--- src/rtl/bmw_pkg.sv ---
`timescale 1ns/1ps
package bmw_pkg;

    localparam int DW = 32;

    localparam logic [1:0] SZ_BYTE = 2'd0;
    localparam logic [1:0] SZ_HALF = 2'd1;
    localparam logic [1:0] SZ_WORD = 2'd2;

    // register select produced by the window decoder
    typedef enum logic [2:0] {
        SEL_NONE = 3'd0,
        SEL_CMD  = 3'd1,
        SEL_MODE = 3'd2,
        SEL_STAT = 3'd3,
        SEL_TIME = 3'd4,
        SEL_PTR  = 3'd5
    } bmw_sel_e;

    // all-ones pattern returned for an access of the given width
    function automatic logic [DW-1:0] size_ones(input logic [1:0] sz);
        case (sz)
            SZ_BYTE: size_ones = 32'h0000_00FF;
            SZ_HALF: size_ones = 32'h0000_FFFF;
            default: size_ones = 32'hFFFF_FFFF;
        endcase
    endfunction

endpackage

--- src/rtl/bmw_decode.sv ---
`timescale 1ns/1ps
module bmw_decode
    import bmw_pkg::*;
#(
    parameter int N_CH = 2,
    localparam int CW = (N_CH > 1) ? $clog2(N_CH) : 1,
    localparam int AW = CW + 3
) (
    input  logic [AW-1:0] addr,
    input  logic [1:0]    size,
    output bmw_sel_e      sel,
    output logic [CW-1:0] ch,
    output logic [1:0]    lane,
    output logic          bad
);

    logic ptr_ok;

    always_comb begin
        ch     = addr[AW-1:3];
        lane   = addr[1:0];
        sel    = SEL_NONE;
        bad    = 1'b1;
        ptr_ok = 1'b0;
        if (!addr[2]) begin
            if (size == SZ_BYTE) begin
                bad = 1'b0;
                case (addr[1:0])
                    2'd0:    sel = SEL_CMD;
                    2'd1:    sel = SEL_MODE;
                    2'd2:    sel = SEL_STAT;
                    default: sel = SEL_TIME;
                endcase
            end
        end else begin
            case (size)
                SZ_BYTE: ptr_ok = 1'b1;
                SZ_HALF: ptr_ok = !addr[0];
                SZ_WORD: ptr_ok = (addr[1:0] == 2'd0);
                default: ptr_ok = 1'b0;
            endcase
            if (ptr_ok) begin
                sel = SEL_PTR;
                bad = 1'b0;
            end
        end
        if (32'(ch) >= N_CH) begin
            sel = SEL_NONE;
            bad = 1'b1;
        end
    end

endmodule

--- src/rtl/bmw_mode.sv ---
`timescale 1ns/1ps
module bmw_mode
    import bmw_pkg::*;
(
    input  logic       clk,
    input  logic       rst_n,
    input  logic       wr,
    input  bmw_sel_e   sel,
    input  logic [7:0] wbyte,
    output logic [7:0] mode_rd
);

    // only the two writable bits are kept
    logic [1:0] blk_q;

    always_ff @(posedge clk or negedge rst_n) begin
        if (!rst_n) begin
            blk_q <= 2'b00;
        end else if (wr && sel == SEL_MODE) begin
            blk_q <= wbyte[5:4];
        end
    end

    assign mode_rd = {2'b00, blk_q, 4'b0000};

endmodule

--- src/rtl/bmw_chan.sv ---
`timescale 1ns/1ps
module bmw_chan
    import bmw_pkg::*;
(
    input  logic          clk,
    input  logic          rst_n,
    input  logic          wr,
    input  bmw_sel_e      sel,
    input  logic [1:0]    lane,
    input  logic [1:0]    size,
    input  logic [DW-1:0] wdata,
    input  logic          act,
    input  logic          err_pulse,
    input  logic          irq_pulse,
    output logic [7:0]    cmd_q,
    output logic [7:0]    stat_rd,
    output logic [7:0]    time_q,
    output logic [DW-1:0] ptr_q
);

    logic [1:0]    rw_q;
    logic          err_q;
    logic          irq_q;
    logic          wr_stat;
    logic [3:0]    be;
    logic [DW-1:0] wsh;
    logic [DW-1:0] ptr_nx;

    assign wr_stat = wr && (sel == SEL_STAT);

    // byte enables and lane-shifted data for the descriptor address
    always_comb begin
        case (size)
            SZ_BYTE: be = 4'b0001 << lane;
            SZ_HALF: be = 4'b0011 << lane;
            default: be = 4'b1111;
        endcase
        wsh    = wdata << {lane, 3'b000};
        ptr_nx = ptr_q;
        for (int b = 0; b < 4; b++) begin
            if (be[b]) ptr_nx[8*b +: 8] = wsh[8*b +: 8];
        end
    end

    always_ff @(posedge clk or negedge rst_n) begin
        if (!rst_n) begin
            cmd_q  <= 8'h00;
            time_q <= 8'h00;
            rw_q   <= 2'b00;
            err_q  <= 1'b0;
            irq_q  <= 1'b0;
            ptr_q  <= '0;
        end else begin
            if (wr && sel == SEL_CMD)  cmd_q  <= wdata[7:0];
            if (wr && sel == SEL_TIME) time_q <= wdata[7:0];
            if (wr_stat)               rw_q   <= wdata[6:5];
            // a set pulse wins over a write-one-to-clear in the same cycle
            err_q <= err_pulse | (err_q & ~(wr_stat & wdata[1]));
            irq_q <= irq_pulse | (irq_q & ~(wr_stat & wdata[2]));
            if (wr && sel == SEL_PTR)  ptr_q  <= {ptr_nx[DW-1:2], 2'b00};
        end
    end

    assign stat_rd = {1'b0, rw_q, 2'b00, irq_q, err_q, act};

endmodule

--- src/rtl/bmw_regwin.sv ---
`timescale 1ns/1ps
module bmw_regwin
    import bmw_pkg::*;
#(
    parameter int N_CH = 2,
    localparam int CW = (N_CH > 1) ? $clog2(N_CH) : 1,
    localparam int AW = CW + 3
) (
    input  logic            clk,
    input  logic            rst_n,
    input  logic [AW-1:0]   io_addr,
    input  logic [1:0]      io_size,
    input  logic            io_rd,
    input  logic            io_wr,
    input  logic [DW-1:0]   io_wdata,
    output logic [DW-1:0]   io_rdata,
    output logic            io_rvalid,
    input  logic [N_CH-1:0] eng_active,
    input  logic [N_CH-1:0] err_set,
    input  logic [N_CH-1:0] irq_set,
    output logic [N_CH-1:0] cmd_wstb,
    output logic [7:0]      cmd_wdata
);

    bmw_sel_e      sel;
    logic [CW-1:0] ch;
    logic [1:0]    lane;
    logic          bad;

    logic [7:0]    cmd_a  [N_CH];
    logic [7:0]    stat_a [N_CH];
    logic [7:0]    time_a [N_CH];
    logic [DW-1:0] ptr_a  [N_CH];
    logic [7:0]    mode_rd;

    logic [DW-1:0] rd_val;
    logic [N_CH-1:0] stb_nx;

    bmw_decode #(.N_CH(N_CH)) u_dec (
        .addr (io_addr),
        .size (io_size),
        .sel  (sel),
        .ch   (ch),
        .lane (lane),
        .bad  (bad)
    );

    bmw_mode u_mode (
        .clk     (clk),
        .rst_n   (rst_n),
        .wr      (io_wr),
        .sel     (sel),
        .wbyte   (io_wdata[7:0]),
        .mode_rd (mode_rd)
    );

    for (genvar c = 0; c < N_CH; c++) begin : g_ch
        logic wr_c;
        assign wr_c = io_wr && (32'(ch) == c);
        bmw_chan u_chan (
            .clk       (clk),
            .rst_n     (rst_n),
            .wr        (wr_c),
            .sel       (sel),
            .lane      (lane),
            .size      (io_size),
            .wdata     (io_wdata),
            .act       (eng_active[c]),
            .err_pulse (err_set[c]),
            .irq_pulse (irq_set[c]),
            .cmd_q     (cmd_a[c]),
            .stat_rd   (stat_a[c]),
            .time_q    (time_a[c]),
            .ptr_q     (ptr_a[c])
        );
    end

    // read data selection
    always_comb begin
        rd_val = size_ones(io_size);
        if (!bad) begin
            case (sel)
                SEL_CMD:  rd_val = {24'd0, cmd_a[ch]};
                SEL_MODE: rd_val = {24'd0, mode_rd};
                SEL_STAT: rd_val = {24'd0, stat_a[ch]};
                SEL_TIME: rd_val = {24'd0, time_a[ch]};
                SEL_PTR:  rd_val = (ptr_a[ch] >> {lane, 3'b000}) & size_ones(io_size);
                default:  rd_val = size_ones(io_size);
            endcase
        end
    end

    always_comb begin
        stb_nx = '0;
        if (io_wr && sel == SEL_CMD) stb_nx[ch] = 1'b1;
    end

    always_ff @(posedge clk or negedge rst_n) begin
        if (!rst_n) begin
            io_rvalid <= 1'b0;
            io_rdata  <= '0;
            cmd_wstb  <= '0;
            cmd_wdata <= 8'h00;
        end else begin
            io_rvalid <= io_rd;
            if (io_rd) io_rdata <= rd_val;
            cmd_wstb <= stb_nx;
            if (io_wr && sel == SEL_CMD) cmd_wdata <= io_wdata[7:0];
        end
    end

endmodule

--- config.mk ---
export PLATFORM = sky130hd
export DESIGN_NAME = bmw_regwin
export DESIGN_NICKNAME = d
export VERILOG_FILES = /design/src/rtl/bmw_pkg.sv /design/src/rtl/bmw_decode.sv /design/src/rtl/bmw_mode.sv /design/src/rtl/bmw_chan.sv /design/src/rtl/bmw_regwin.sv
export SDC_FILE = /design/constraint.sdc
export NUM_CORES = 1
export LEC_CHECK = 0
export BUFFER_PORTS_ARGS = -buffer_cell sky130_fd_sc_hd__buf_2
export CAP_MARGIN = 0
export CORE_ASPECT_RATIO = 1.1
export CORE_MARGIN = 1
export CORE_UTILIZATION = 55
export DETAILED_ROUTE_END_ITERATION = 7
export PLACE_DENSITY = 0.78
export SYNTH_ARGS = -nofsm -noshare
export SYNTH_HDL_FRONTEND = slang
export SYNTH_HIERARCHICAL = 1
export SYNTH_SLANG_ARGS = --single-unit
--- constraint.sdc ---
create_clock -name clk -period 2.41 [get_ports clk]
set_input_delay 0.6025 -clock clk [delete_from_list [all_inputs] [get_ports clk]]
set_output_delay 0.6025 -clock clk [all_outputs]
set_load 0.05 [all_outputs]
==> flow_summary.ini <==
[outcome]
outcome = completed

[sta]
grt_setup_unrepaired = false
hold_ws_ns = 0.09984
fin_skew_ns = 0.007637
fmax_ghz = 0.4594
setup_viol = 0
maxSlewHeadroom = 0.6116
fin_ws_ns = 0.2334
maxSlewViolCount = 0
period_needed_ns = 2.177
min_period_over_period = 0.9031
final_hold_viol_count = 0
tightest_slew_ns = 0.5814

[floorplan]
pin_count = 91
core_area_um2 = 15050
die_x_um = 120.4
die_h_um = 132.2
die_area_um2 = 15910
fp-row-count = 47
initial_utilization = 0.5630

[detailed_routing]
vias_per_cell = 6.237
drt_iter0_drc = 471
num_vias = 6337
wl_um = 21750
routedWlPerCell_um = 21.40
route.detailed.drc = 0
ant_nets = 0
dr.pass1.iters = 5

[clocking]
post_cts.repair.setup_buffers = 0
cts_sinks = 145
numCtsBuffers = 17
cts_tree = yes
htreeDepth = 4
path_clk_slew_ns = 0.07
clk_latency_ns = 0.42
clockRootBuffer = clkbuf_16
clockBufferDepth = 2

[placement]
dp_slack_ns = -0.2723
port_buffers = 90
gp_congestion = 0.9271
dp_hpwl_um = 15530

[layout]
fin_util = 0.6672
syn_to_final_growth_pct = 18.51
fin_nets = 857
layout-drive-gt1-share = 0.3895

[synth]
post_synth_num_cell_types = 54
synth_top_area_frac = 0.4281
async_flop_share = 1.000
synth_most_common_cell = dfrtp_1
synth_warnings = 6
synth_edf_count = 0
synth_common_cells = dfrtp_1, mux2i_1, mux2_2
synth.avg_cell_area_um2 = 12.27
synth_top_cells_by_area = dfrtp_1, mux2_2, mux2i_1, mux4_2, mux4_1
ys_ff_latch = 145
synth_ff_type = dfrtp_1
netlist_area_um2 = 8476
synth-seq-area-share = 0.4281
synthCells = 691
yosys.area.top_type = dfrtp_1

[critical_path]
worst-setup-path-type = in -> reg
crit_required_ns = 2.71
reg2reg_depth = 4
cp-start-kind = primary input
worst_setup_path_end_kind = flip-flop
arrival_ns = 2.48
cp_max_fo = 11

[grt]
grt_pass1_wl_um = 34910
grt_usage = 0.2889
grt_max_degree = 57
grt_pass1_vias = 6481
grt_remaining_overflow = 0
antenna_found_initial = 1

[power]
pwr_density_cell_nw_per_um2 = 803.3
ir_drop_v = 0.0005165
total_leakage_power_nw = 4.672

[flow_run]
drv_cap = 0

[hold_path]
hold_path.class = in -> async
==> cell families (layout without fill, tap and decap cells) <==
group           after synthesis  count (layout)  synth area share
other cells                   3              17          0.001329
fa+ha+maj                     3               3          0.004429
buf+inv                      71             186           0.06082
flops                       145             145            0.4281
compound gates              130             130            0.1219
mux                         212             212            0.3010
simple gates                127             127           0.08238
==> worst paths after layout <==
path	startpoint	endpoint	slack (ns)
max	io_addr[0]	io_rdata[0]$_DFFE_PN0P_	0.23
min	rst_n	g_ch[0].u_chan/rw_q[1]$_DFFE_PN0N_	0.1
max reg2reg	g_ch[1].u_chan/ptr_q[20]$_DFFE_PN0P_	io_rdata[4]$_DFFE_PN0P_	0.71
min reg2reg	g_ch[0].u_chan/rw_q[1]$_DFFE_PN0N_	g_ch[0].u_chan/rw_q[1]$_DFFE_PN0N_	0.48
max in group asynchronous	rst_n	g_ch[0].u_chan/ptr_q[26]$_DFFE_PN0P_	1.62
min in group clk	err_set[0]	g_ch[0].u_chan/err_q$_DFF_PN0_	0.35
==> worst max-delay path, stage by stage <==
cell and delay [ns]:
buf_4 0.15, inv_12 0.03, ha_4 0.15, nor2b_4 0.13, o21ai_4 0.19, o21ai_4 0.11
buf_4 0.18, nand3b_1 0.25, a2bb2oi_1 0.23, o221ai_1 0.13, o32a_1 0.30
==> sequential cells by signal (all words and copies together) (netlist names) <==
register,count
cmd_wdata,8
g_ch.u_chan/rw_q,4
u_mode/blk_q,2
g_ch.u_chan/err_q,2
g_ch.u_chan/irq_q,2
cmd_wstb,2
io_rvalid,1
io_rdata,32
g_ch.u_chan/time_q,16
g_ch.u_chan/ptr_q,60
g_ch.u_chan/cmd_q,16
==> stage by stage <==
step | instances | area, µm² | setup TNS, ns | total power, mW
6_report | 1016 | 10040 | 0 | 8.069
5_1_grt | 1015 | 10040 | 0 | 8.371
4_1_cts | 1015 | 10040 | 0 | 8.081
3_5_place_dp | 983 | 9412 | -12.91 | 5.276
3_3_place_gp | 983 | 9412 | -7.112 | 5.182
2_1_floorplan | 704 | 8696 | -1.020 | 4.653
==> power by group <==
group | internal [mW] | total [mW] | switching, mW
Combinational | 0.877 | 2.04 | 1.16
Sequential | 2.92 | 3.24 | 0.326
Clock | 1.71 | 2.79 | 1.08
Total | 5.50 | 8.07 | 2.57
==> cell usage in the layout (no fill, tap or decap), types with 15 or more instances in the layout <==
master     netlist  final
nor2_1          48     46
clkbuf_16        0     17
a21oi_1         16     15
buf_2           13     86
nand2_1         41     39
buf_4           32     52
conb_1           3     16
o21ai_0         16     15
mux2_2          91     83
o2bb2ai_1       16     16
dfrtp_1        145    145
mux2i_1         97     97
==> routing by layer <==
layer  wire length (µm)  vias to the layer above  track usage
li1                   -                     2799            -
met1               8875                     3193       0.3768
met2              10780                      284       0.4703
met3               1382                       61      0.05753
met4                710                        0       0.1207
met5                  0                        -            0
==> timing repair <==
| item | 4_1_cts | 5_1_grt |
|---|---|---|
| hold buffers | 0 | 0 |
| gates resized for setup | 0 | 1 |
| endpoints found under the setup margin | 0 | 6 |
==> cell type report <==
cell class	instances	area [µm²]
Antenna cell	1	2.502
Clock buffer	19	452.9
Clock inverter	13	173.9
Fill cell	1128	5010
Inverter	7	51.30
Multi-Input combinational cell	488	4507
Sequential cell	145	3628
Tap cell	196	245.2
Timing Repair Buffer	147	983.4
Power figures use the tool's default switching activity.
